### src/rtl/agu_pkg.sv
package agu_pkg;

    localparam int MODE_W = 3;

    typedef enum logic [MODE_W-1:0] {
        MD_PLAIN    = 3'd0,
        MD_POST_INC = 3'd1,
        MD_POST_DEC = 3'd2,
        MD_PRE_INC  = 3'd3,
        MD_PRE_DEC  = 3'd4
    } addr_mode_e;

endpackage

### src/rtl/agu_step.sv
// Effective-address and pointer-update arithmetic for one operation.
module agu_step
    import agu_pkg::*;
#(
    parameter int AW         = 16,
    parameter int SHORT_STEP = 1,
    parameter int LONG_STEP  = 2
) (
    input  logic [AW-1:0]     cur,
    input  logic [MODE_W-1:0] mode,
    input  logic              is_long,
    output logic [AW-1:0]     eff,
    output logic [AW-1:0]     nxt,
    output logic              modifies
);

    logic [AW-1:0] step;

    always_comb begin
        step = is_long ? AW'(LONG_STEP) : AW'(SHORT_STEP);
        eff      = cur;
        nxt      = cur;
        modifies = 1'b0;
        case (addr_mode_e'(mode))
            MD_POST_INC: begin
                nxt      = cur + step;
                modifies = 1'b1;
            end
            MD_POST_DEC: begin
                nxt      = cur - step;
                modifies = 1'b1;
            end
            MD_PRE_INC: begin
                eff      = cur + step;
                nxt      = cur + step;
                modifies = 1'b1;
            end
            MD_PRE_DEC: begin
                eff      = cur - step;
                nxt      = cur - step;
                modifies = 1'b1;
            end
            default: begin
                eff      = cur;
                nxt      = cur;
                modifies = 1'b0;
            end
        endcase
    end

endmodule

### src/rtl/agu_bank.sv
// One bank: pointer file, operation acceptance and registered outputs.
module agu_bank
    import agu_pkg::*;
#(
    parameter  int AW         = 16,
    parameter  int NAREG      = 4,
    parameter  int NDREG      = 8,
    parameter  int SHORT_STEP = 1,
    parameter  int LONG_STEP  = 2,
    localparam int ARW        = $clog2(NAREG),
    localparam int DRW        = $clog2(NDREG)
) (
    input  logic              clk,
    input  logic              rst_n,
    input  logic              op_valid,
    input  logic              op_store,
    input  logic              op_long,
    input  logic [ARW-1:0]    op_areg,
    input  logic [MODE_W-1:0] op_mode,
    input  logic [DRW-1:0]    op_dreg,
    input  logic              imm_hit,
    input  logic [ARW-1:0]    imm_areg,
    input  logic [AW-1:0]     imm_value,
    output logic              mem_en,
    output logic              mem_we,
    output logic [AW-1:0]     mem_addr,
    output logic [NDREG-1:0]  dreg_we,
    output logic [NDREG-1:0]  dreg_re
);

    logic [AW-1:0]    regs_q [NAREG];
    logic [AW-1:0]    regs_d [NAREG];
    logic [AW-1:0]    cur;
    logic [AW-1:0]    eff;
    logic [AW-1:0]    nxt;
    logic             modifies;
    logic             size_ok;
    logic             issue;
    logic [NDREG-1:0] mask;

    assign cur = regs_q[op_areg];

    agu_step #(
        .AW         (AW),
        .SHORT_STEP (SHORT_STEP),
        .LONG_STEP  (LONG_STEP)
    ) u_step (
        .cur      (cur),
        .mode     (op_mode),
        .is_long  (op_long),
        .eff      (eff),
        .nxt      (nxt),
        .modifies (modifies)
    );

    // Paired accesses need an even low register with its partner below the top pair.
    always_comb begin
        size_ok = !op_long || (!op_dreg[0] && (int'(op_dreg) < NDREG - 2));
        issue   = op_valid && size_ok;
        if (op_long) mask = NDREG'(3) << op_dreg;
        else         mask = NDREG'(1) << op_dreg;
    end

    // Pointer next state; the constant write is applied last so it wins.
    always_comb begin
        for (int i = 0; i < NAREG; i++) regs_d[i] = regs_q[i];
        if (issue && modifies) regs_d[op_areg] = nxt;
        if (imm_hit)           regs_d[imm_areg] = imm_value;
    end

    always_ff @(posedge clk) begin
        if (!rst_n) begin
            for (int i = 0; i < NAREG; i++) regs_q[i] <= '0;
        end else begin
            for (int i = 0; i < NAREG; i++) regs_q[i] <= regs_d[i];
        end
    end

    always_ff @(posedge clk) begin
        if (!rst_n) begin
            mem_en   <= 1'b0;
            mem_we   <= 1'b0;
            mem_addr <= '0;
            dreg_we  <= '0;
            dreg_re  <= '0;
        end else begin
            mem_en  <= issue;
            mem_we  <= issue && op_store;
            dreg_we <= (issue && !op_store) ? mask : '0;
            dreg_re <= (issue &&  op_store) ? mask : '0;
            if (issue) mem_addr <= eff;
        end
    end

endmodule

### src/rtl/dual_bank_agu.sv
module dual_bank_agu
    import agu_pkg::*;
#(
    parameter  int AW         = 16,
    parameter  int NAREG      = 4,
    parameter  int NDREG      = 8,
    parameter  int SHORT_STEP = 1,
    parameter  int LONG_STEP  = 2,
    localparam int ARW        = $clog2(NAREG),
    localparam int DRW        = $clog2(NDREG)
) (
    input  logic              clk,
    input  logic              rst_n,
    input  logic              a_valid,
    input  logic              a_store,
    input  logic              a_long,
    input  logic [ARW-1:0]    a_areg,
    input  logic [MODE_W-1:0] a_mode,
    input  logic [DRW-1:0]    a_dreg,
    input  logic              b_valid,
    input  logic              b_store,
    input  logic              b_long,
    input  logic [ARW-1:0]    b_areg,
    input  logic [MODE_W-1:0] b_mode,
    input  logic [DRW-1:0]    b_dreg,
    input  logic              imm_valid,
    input  logic              imm_bank,
    input  logic [ARW-1:0]    imm_areg,
    input  logic [AW-1:0]     imm_value,
    output logic              a_mem_en,
    output logic              a_mem_we,
    output logic [AW-1:0]     a_mem_addr,
    output logic [NDREG-1:0]  a_dreg_we,
    output logic [NDREG-1:0]  a_dreg_re,
    output logic              b_mem_en,
    output logic              b_mem_we,
    output logic [AW-1:0]     b_mem_addr,
    output logic [NDREG-1:0]  b_dreg_we,
    output logic [NDREG-1:0]  b_dreg_re
);

    localparam int NBANK = 2;

    logic [NBANK-1:0]  v_in, st_in, lg_in, en_o, we_o;
    logic [ARW-1:0]    ar_in [NBANK];
    logic [MODE_W-1:0] md_in [NBANK];
    logic [DRW-1:0]    dr_in [NBANK];
    logic [AW-1:0]     addr_o [NBANK];
    logic [NDREG-1:0]  wm_o [NBANK];
    logic [NDREG-1:0]  rm_o [NBANK];

    assign v_in  = {b_valid, a_valid};
    assign st_in = {b_store, a_store};
    assign lg_in = {b_long,  a_long};
    assign ar_in[0] = a_areg;
    assign ar_in[1] = b_areg;
    assign md_in[0] = a_mode;
    assign md_in[1] = b_mode;
    assign dr_in[0] = a_dreg;
    assign dr_in[1] = b_dreg;

    for (genvar g = 0; g < NBANK; g++) begin : g_bank
        agu_bank #(
            .AW         (AW),
            .NAREG      (NAREG),
            .NDREG      (NDREG),
            .SHORT_STEP (SHORT_STEP),
            .LONG_STEP  (LONG_STEP)
        ) u_bank (
            .clk       (clk),
            .rst_n     (rst_n),
            .op_valid  (v_in[g]),
            .op_store  (st_in[g]),
            .op_long   (lg_in[g]),
            .op_areg   (ar_in[g]),
            .op_mode   (md_in[g]),
            .op_dreg   (dr_in[g]),
            .imm_hit   (imm_valid && (int'(imm_bank) == g)),
            .imm_areg  (imm_areg),
            .imm_value (imm_value),
            .mem_en    (en_o[g]),
            .mem_we    (we_o[g]),
            .mem_addr  (addr_o[g]),
            .dreg_we   (wm_o[g]),
            .dreg_re   (rm_o[g])
        );
    end

    assign a_mem_en   = en_o[0];
    assign a_mem_we   = we_o[0];
    assign a_mem_addr = addr_o[0];
    assign a_dreg_we  = wm_o[0];
    assign a_dreg_re  = rm_o[0];
    assign b_mem_en   = en_o[1];
    assign b_mem_we   = we_o[1];
    assign b_mem_addr = addr_o[1];
    assign b_dreg_we  = wm_o[1];
    assign b_dreg_re  = rm_o[1];

endmodule

### config.mk
export PLATFORM = sky130hd
export DESIGN_NAME = dual_bank_agu
export DESIGN_NICKNAME = d
export VERILOG_FILES = /design/src/rtl/agu_pkg.sv /design/src/rtl/agu_step.sv /design/src/rtl/agu_bank.sv /design/src/rtl/dual_bank_agu.sv
export SDC_FILE = /design/constraint.sdc
export NUM_CORES = 1
export LEC_CHECK = 0
export BUFFER_PORTS_ARGS = -buffer_cell sky130_fd_sc_hd__buf_4
export CORE_AREA = 2 2 168 121
export CTS_CLUSTER_DIAMETER = 30
export DETAILED_ROUTE_END_ITERATION = 6
export DIE_AREA = 0 0 170 123
export HOLD_SLACK_MARGIN = 0.1
export PLACE_DENSITY_LB_ADDON = 0.05
export SYNTH_ARGS = -nofsm -noshare
export SYNTH_HDL_FRONTEND = slang
export SYNTH_HIERARCHICAL = 1
export SYNTH_SLANG_ARGS = --single-unit
### constraint.sdc
create_clock -name clk -period 4.4 [get_ports clk]
set_input_delay 0.22 -clock clk [delete_from_list [all_inputs] [get_ports clk]]
set_output_delay 0.22 -clock clk [all_outputs]
set_load 0.01 [all_outputs]
# Yosys cells after proc, flatten, opt, wreduce, memory -nomap -nowiden
# Memory sizes are Yosys's and may differ from the RTL's.
# Cells that the tools add are included.
dict set report op_classes {
  n_eq_ne 8
  n_bitwise 12
  shifts 4
  muxes 34
  n_reduce_logical 33
  n_addsub 4
  order_cmp 8
}
# op n
set op_table {}
lappend op_table {{bitwise mux 64 bit} 4}
lappend op_table {{2-to-1 mux 64 bit} 4}
lappend op_table {{2-to-1 mux 16 bit} 11}
lappend op_table {{one-hot mux 16 bit (2 select lines)} 4}
lappend op_table {{demux 16 bit (select 2 bit)} 3}
lappend op_table {{adder 16 bit} 2}
lappend op_table {{subtractor 16 bit} 2}
lappend op_table {{2-to-1 mux 8 bit} 2}
lappend op_table {{<< shifter 1 x 3 -> 8 bit, first input constant} 2}
lappend op_table {{<< shifter 2 x 3 -> 8 bit, first input constant} 2}
lappend op_table {{logical AND 1 bit} 15}
lappend op_table {{equality test 3 x 2 -> 1 bit, second input constant} 4}
lappend op_table {{greater-or-equal comparator 3 bit, second input constant} 3}
lappend op_table {{< comparator 3 x 1 -> 1 bit, second input constant} 3}
lappend op_table {{NOT 2 -> 3 bit} 3}
lappend op_table {{bitwise OR 1 bit} 8}
lappend op_table {{AND reduction 2 bit} 4}
lappend op_table {{OR reduction 2 bit} 4}
lappend op_table {{OR reduction 4 bit} 2}
lappend op_table {{equality test 3 x 1 -> 1 bit, second input constant} 2}
lappend op_table {{equality test 3 bit, second input constant} 2}
lappend op_table {{zero test 1 bit} 6}
lappend op_table {{< comparator 3 bit, second input constant} 2}
lappend op_table {{2-to-1 mux 1 bit} 4}
lappend op_table {{3 further kinds} 5}
dict set report totals {
  mem_count 2
  reg_bits 68
  ramBits 128
}
# name depth word_bits rd rd_clocked_by_memory_dff wr line
set mem_list {}
lappend mem_list {{g_bank[0].u_bank.regs_q} 4 16 5 0 4 agu_bank.sv:31} ;# logic [AW-1:0] regs_q [NAREG];
lappend mem_list {{g_bank[1].u_bank.regs_q} 4 16 5 0 4 agu_bank.sv:31}

# Longest topological paths before layout
# Gate-level depths: netlist of run 1.
dict set report logic_depth {
  ltp_word 10
  mapped_depth 13
  ltp_nobuf 11
}

# Hierarchy
# The synthesis of run 1 kept the hierarchy.
# module instances cells_each area_each_um2
set by_module_without_submodules {}
lappend by_module_without_submodules {{agu_bank at g_bank[0].u_bank} 1 460 4534.3}
lappend by_module_without_submodules {{agu_bank at g_bank[1].u_bank} 1 441 4490.6}
lappend by_module_without_submodules {agu_step 2 175 1171.1}
lappend by_module_without_submodules {dual_bank_agu 1 2 16.3}

# Worst setup path after synthesis of run 1
# OpenSTA, ideal clock, no wires.
dict set report synth_path {
  kind {input to register}
  from {in b_areg[0]}
  to {mem g_bank[1].u_bank.regs_q[0][13]}
  n_path_buf 3
  path_stages 10
  slack_ns 1.068
  arrival_ns 3.262
  t_required_ns 4.330
  path_cell_list {buf_4 > buf_2 > mux4_2 > buf_6 > or4_4 > nor4_1 > mux2_2 > a211oi_1 > mux2i_1 > a21oi_1}
}
# element line
set synth_lines {}
lappend synth_lines {{start, declared} dual_bank_agu.sv:23} ;# input logic [ARW-1:0] b_areg,
lappend synth_lines {{end, declared} agu_bank.sv:31}

==> flow_summary.ini, run 1 <==
[run_status]
status = finished, violations left
violations = design-rule violations

[timing]
slew_headroom_pct = 21.0
slew_violations = 0
worst_pin_slew_ps = 1190
setup_ws_ps = 573
period_minus_slack_ps = 3830
fmaxAchievable_mhz = 261
holdWs_ps = 177
clock_skew_ps = 12.7
setup_tns_ps = 0
hold_violations = 0
setup_viol = 0
rsz0062_at_grt = false
post-route-period-util_pct = 87.0

[clock_tree]
clockBufferDepth = 2
cts.sinks = 196
clock-root-buffer = clkbuf_16
clock_latency_ps = 450
cts_tree = done
cts.clk_slew.worst_paths_ps = 80
post_cts_buffers = 0
cts_buffers = 17
cts-htree-levels = 4

[detailed_routing]
dr.pass1.iters = 7
drc = 1
drt_iter0_drc = 1147
wl_per_cell_um = 21.3
vias_per_cell = 6.41
vias = 10000
ant_nets = 0
routed_wirelength_um = 33400

[worst_setup_path]
worstPathArrival_ps = 4180
required_ps = 4760
crit_type = reg2reg
cp_max_fo = 6
worstSetupStartpointType = flop
crit_path_end_kind = flop

[power]
pwr-share-clk_pct = 36.6
ir_drop_uv = 216
total_leakage_power_nw = 5.45
p_total_mw = 4.23
p_switching_mw = 1.32
combPwrFrac_pct = 19.1
p_int_mw = 2.92
powerDensity_nw_per_um2 = 334
seqPwrFrac_pct = 44.3
swShare_pct = 31.1

[yosys]
syn-cell-area_um2 = 11400
syn_inst = 1253
synth_area_leaders = dfxtp_1, mux2i_1, a21oi_1, mux4_2, o21ai_0
synth.top_cell.area_share_pct = 34.5
seq_area_frac_synth_pct = 34.5
synth_seq_cells = 196
synth_edf_count = 0
syn_nets = 1311
synth_top_area_cell = dfxtp_1
yosysWarnings = 6
ys.flop_type = dfxtp_1
ys_types = 69
postSynthAreaPerCell_um2 = 9.08
ys_async_sr_fraction_pct = 0

[placement]
io_buffers = 111
dp_slack_ps = 498
dp.cells = 1524
gp_congestion = 0.963
post_dp_cell_area_um2 = 12000
hpwl_um = 23000

[die]
die_y_um = 123
row_count = 43
initial_utilization_pct = 58.8
dieArea_um2 = 20900
die_w_um = 170
ios = 112
coreArea_um2 = 19400

[final_layout]
final_area_um2 = 12700
fin_util_pct = 65.4
syn2layout_area_growth_pct = 11.2
multi_input_area_um2 = 6830
instances_no_fill = 1563
drive_above_1_share_pct = 16.0
fillers = 1693
fin_nets = 1362
n_antenna_cell = 0
seq_area_um2 = 3920

[grt]
top_usage_layer = met1
grt_use_met1_pct = 50.0
grt_use_met3_pct = 8.93
grt_pass1_wl_um = 51800
grt_usage_pct = 32.1
antenna_found_initial = 0
grt_pass1_vias = 9050
grt-ovfl-total = 0
grt_max_degree = 101
use_met2_pct = 42.8

[flow_run]
cap_violations = 0

[hold_path]
hold_path_class = in2reg
cells in the mapped netlist (4+ instances only):
cell,n
dfxtp_1,196
a21oi_1,150
mux2i_1,146
o21ai_0,138
nor2_1,88
nand2_1,62
clkbuf_1,54
nand2b_1,50
xnor2_1,44
mux4_2,32
nor3_1,23
a21boi_0,16
inv_1,14
nor4_1,14
xor2_1,14
buf_2,12
a31oi_1,10
ha_1,10
nand3_1,10
o22ai_1,10
buf_4,9
a221oi_1,8
a22oi_1,8
and3_1,8
buf_12,8
o21ai_4,8
nor2b_1,5
a21o_1,4
a32oi_1,4
and4_1,4
and4b_1,4
fa_1,4
nand3b_1,4
nand4b_1,4
nor4b_1,4
o221ai_1,4
or2_1,4
or3_1,4
or4_1,4
routing by layer:
layer | vias to the layer above | wire [µm]
met1 | 4714 | 16000
met2 | 560 | 13000
met3 | 47 | 3820
li1 | 4694 | -
met5 | - | 62
met4 | 2 | 444
timing repair:
| action | in CTS | in global routing |
|---|---|---|
| endpoints found under the hold margin | 13 | 0 |
| gates resized for setup | 0 | 0 |
| hold buffers | 8 | 0 |
cell type report:
| type | instances | area share [%] |
|---|---|---|
| clock buffers | 18 | 3.47 |
| clock inverters | 13 | 1.09 |
| inverters | 17 | 0.504 |
| multi-input cells | 947 | 53.9 |
| flip-flops and latches | 196 | 31.0 |
| well taps | 247 | 2.44 |
| repair buffers | 125 | 7.57 |
critical path: stages (launching register included):
cell,delay (ps)
dfxtp_1,320
mux4_2,550
ha_1,340
nor2b_1,150
nand4b_1,380
nor4_1,650
mux2_2,400
a211oi_1,610
mux2i_1,150
a21oi_1,180
cell usage in the layout, fill, tap and decap left out, types with 5 or more instances in the layout:
cell and n:
nor2_1 88, nor3_1 23, mux2i_1 146, nor4_1 14, dlygate4sd3_1 8, mux4_2 32
dfxtp_1 196, nor2b_1 5, nand2_1 62, inv_1 14, clkbuf_16 17, ha_1 10
inv_8 5, xor2_1 14, a21oi_1 150, a21boi_0 16, xnor2_1 44, nand3_1 10
buf_4 117, o21ai_4 8, o22ai_1 10, a22oi_1 8, o21ai_0 138, a221oi_1 8
nand2b_1 50, and3_1 8, a31oi_1 10
logic make-up (layout without fill, tap and decap cells):
kind of cell,Yosys count,after routing,synth area share (%)
xor+xnor,58,58,4.46
fa+ha+maj,14,14,1.80
compound gates,386,386,20.2
flops,196,196,34.5
buf+inv,110,173,5.55
mux,181,181,19.5
simple gates,308,308,14.1
power groups by stage:
stage | logic [mW] | registers (mW) | clock network (mW)
2_1_floorplan | 0.560 | 1.91 | 0
3_3_place_gp | 0.772 | 1.91 | 0
3_5_place_dp | 0.776 | 1.91 | 0
4_1_cts | 0.785 | 1.87 | 1.57
5_1_grt | 0.876 | 1.88 | 1.63
6_report | 0.808 | 1.87 | 1.55
final timing paths:
check | endpoint | slack, ps | startpoint | cells past startpoint
worst max-delay path | g_bank[1].u_bank/regs_q[2][13] | 570 | g_bank[1].u_bank/regs_q[2][1] | 9
worst min-delay path | g_bank[1].u_bank/dreg_we[7] | 180 | b_valid | 3
worst max register to register | g_bank[1].u_bank/regs_q[2][13] | 570 | g_bank[1].u_bank/regs_q[2][1] | 9
worst min register to register | g_bank[0].u_bank/mem_addr[4] | 460 | g_bank[0].u_bank/mem_addr[4] | 2
flip-flops by register name (all words and copies together), names as in the netlist:
signal                  count
g_bank.u_bank/dreg_re      16
g_bank.u_bank/mem_we        2
g_bank.u_bank/regs_q      128
g_bank.u_bank/dreg_we      16
g_bank.u_bank/mem_addr     32
g_bank.u_bank/mem_en        2
Note: power is estimated with default switching activity, not from simulation.
==> inputs of run 2 (changes only) <==
--- a/config.mk
+++ b/config.mk
@@ -5,11 +5,11 @@
 export SDC_FILE = /design/constraint.sdc
 export NUM_CORES = 1
 export LEC_CHECK = 0
-export BUFFER_PORTS_ARGS = -buffer_cell sky130_fd_sc_hd__buf_4
-export CORE_AREA = 2 2 168 121
+export CORE_AREA = 2 2 164 118
 export CTS_CLUSTER_DIAMETER = 30
 export DETAILED_ROUTE_END_ITERATION = 6
-export DIE_AREA = 0 0 170 123
+export DIE_AREA = 0 0 166 120
+export DONT_BUFFER_PORTS = 1
 export HOLD_SLACK_MARGIN = 0.1
 export PLACE_DENSITY_LB_ADDON = 0.05
 export SYNTH_ARGS = -nofsm -noshare
==> flow_summary.ini, run 2 (same netlist as run 1, synthesis figures left out) <==
[placement]
hpwl_um = 22000
gp_congestion = 1.01
dp_slack_ps = 809
dp.cells = 1403
post_dp_cell_area_um2 = 11100
io_buffers = 0

[timing]
rsz0062_at_grt = false
post-route-period-util_pct = 85.1
slew_headroom_pct = 22.1
hold_violations = 0
setup_viol = 0
setup_ws_ps = 656
slew_violations = 0
period_minus_slack_ps = 3740
worst_pin_slew_ps = 1170
holdWs_ps = 112
fmaxAchievable_mhz = 267
setup_tns_ps = 0
clock_skew_ps = 12.3

[clock_tree]
cts.clk_slew.worst_paths_ps = 80
cts_buffers = 17
clockBufferDepth = 2
cts-htree-levels = 4
clock-root-buffer = clkbuf_16
clock_latency_ps = 440
cts.sinks = 196
cts_tree = done

[power]
p_total_mw = 4.18
ir_drop_uv = 355
total_leakage_power_nw = 4.96
powerDensity_nw_per_um2 = 348

[final_layout]
fin_util_pct = 65.2
mostFrequentLayoutCells = dfxtp_1, a21oi_1, mux2i_1
instances_no_fill = 1467
fillers = 1611
regMostFlops = g_bank.u_bank/regs_q
drive_above_1_share_pct = 7.96
seq_area_um2 = 3920
multi_input_area_um2 = 6830
largest_reg_flops = 128
layout_commonest_cell = dfxtp_1
reg.largest.list = g_bank.u_bank/regs_q: 128 flops, g_bank.u_bank/mem_addr: 32 flops
final_area_um2 = 12000
syn2layout_area_growth_pct = 5.69
fin_nets = 1264

[detailed_routing]
dr.pass1.iters = 7
drc = 9
ant_nets = 0
vias_per_cell = 6.64
vias = 9734
routed_wirelength_um = 33300
drt_iter0_drc = 1141
wl_per_cell_um = 22.7

[die]
die_y_um = 120
ios = 112
row_count = 42
initial_utilization_pct = 61.7
coreArea_um2 = 18400
die_w_um = 166
dieArea_um2 = 19900

[worst_setup_path]
required_ps = 4750
rr_worst_depth = 9
reg2reg_slack_ps = 660
crit_path_end_kind = flop
worstSetupStartpointType = flop
crit_start = g_bank[1].u_bank/regs_q[3][1]
crit-reg2reg-launch = g_bank[1].u_bank/regs_q[3][1]
rr_endpoint = g_bank[1].u_bank/regs_q[2][13]
worstPathArrival_ps = 4100
crit_type = reg2reg
critPathCapture = g_bank[1].u_bank/regs_q[2][13]
cp_max_fo = 6

[run_status]
status = finished, violations left
violations = design-rule violations

[hold_path]
hold_path_class = in2reg

[grt]
grt-ovfl-total = 0
grt_max_degree = 151
grt_usage_pct = 33.4
grt_pass1_wl_um = 52000
antenna_found_initial = 5
grt_pass1_vias = 8994

[flow_run]
cap_violations = 0
-- run 2: changes by cell type in the layout (fill, tap and decap cells not counted), moves of 2 or more --
cell / change
buf_4: -116
clkinv_8: +3
clkinvlp_4: -2
diode_2: +6
dlygate4sd3_1: +17
inv_12: +2
inv_8: -3
-- run 2: cell type report --
| class | count | share of cell area, % |
|---|---|---|
| Multi-Input combinational cell | 947 | 56.8 |
| Tap cell | 242 | 2.52 |
| Inverter | 17 | 0.530 |
| Clock buffer | 17 | 3.54 |
| Timing Repair Buffer | 27 | 2.37 |
| Antenna cell | 6 | 0.125 |
| Sequential cell | 196 | 32.6 |
| Clock inverter | 15 | 1.53 |
-- run 2: how the worst min path moves through the flow --
stage,startpoint,cells past startpoint,slack (ps),end
CTS,rst_n,3,100,g_bank[0].u_bank/dreg_we[6]
global placement,a_store,1,300,g_bank[0].u_bank/dreg_we[2]
detailed placement,b_store,1,300,g_bank[1].u_bank/dreg_we[3]
global route,rst_n,3,120,g_bank[0].u_bank/dreg_we[6]
floorplan,a_store,1,300,g_bank[0].u_bank/dreg_we[1]
finish,rst_n,3,110,g_bank[0].u_bank/dreg_we[6]
-- run 2: critical path, stage by stage, from the launching register on --
cell and delay (ps):
dfxtp_1 320, mux4_2 560, ha_1 340, nor2b_1 160
nand4b_1 350, nor4_1 720, mux2_2 410, a211oi_1 490
mux2i_1 140, a21oi_1 170
-- run 2: repair_timing --
action | in CTS | in global routing
hold buffers | 26 | 0
endpoints found under the hold margin | 181 | 0
gates resized for setup | 0 | 0
setup buffers | 0 | 0
-- run 2: power by group --
| group | internal (mW) | switching (mW) | total, mW | leakage [nW] |
|---|---|---|---|---|
| clock network | 0.777 | 0.817 | 1.59 | 0.292 |
| logic | 0.273 | 0.435 | 0.707 | 3.08 |
| registers | 1.84 | 0.0420 | 1.88 | 1.59 |
| total | 2.89 | 1.29 | 4.18 | 4.96 |
-- run 2: layer usage --
metal / vias to the layer above / share of wire (%) / wire length, µm / global-route usage [%]
met5: - / 0.090 / 30 / 0
met4: 4 / 0.90 / 299 / 6.90
met3: 36 / 13 / 4460 / 12.6
met2: 542 / 40 / 13200 / 44.8
met1: 4648 / 46 / 15300 / 50.5
li1: 4504 / - / - / -
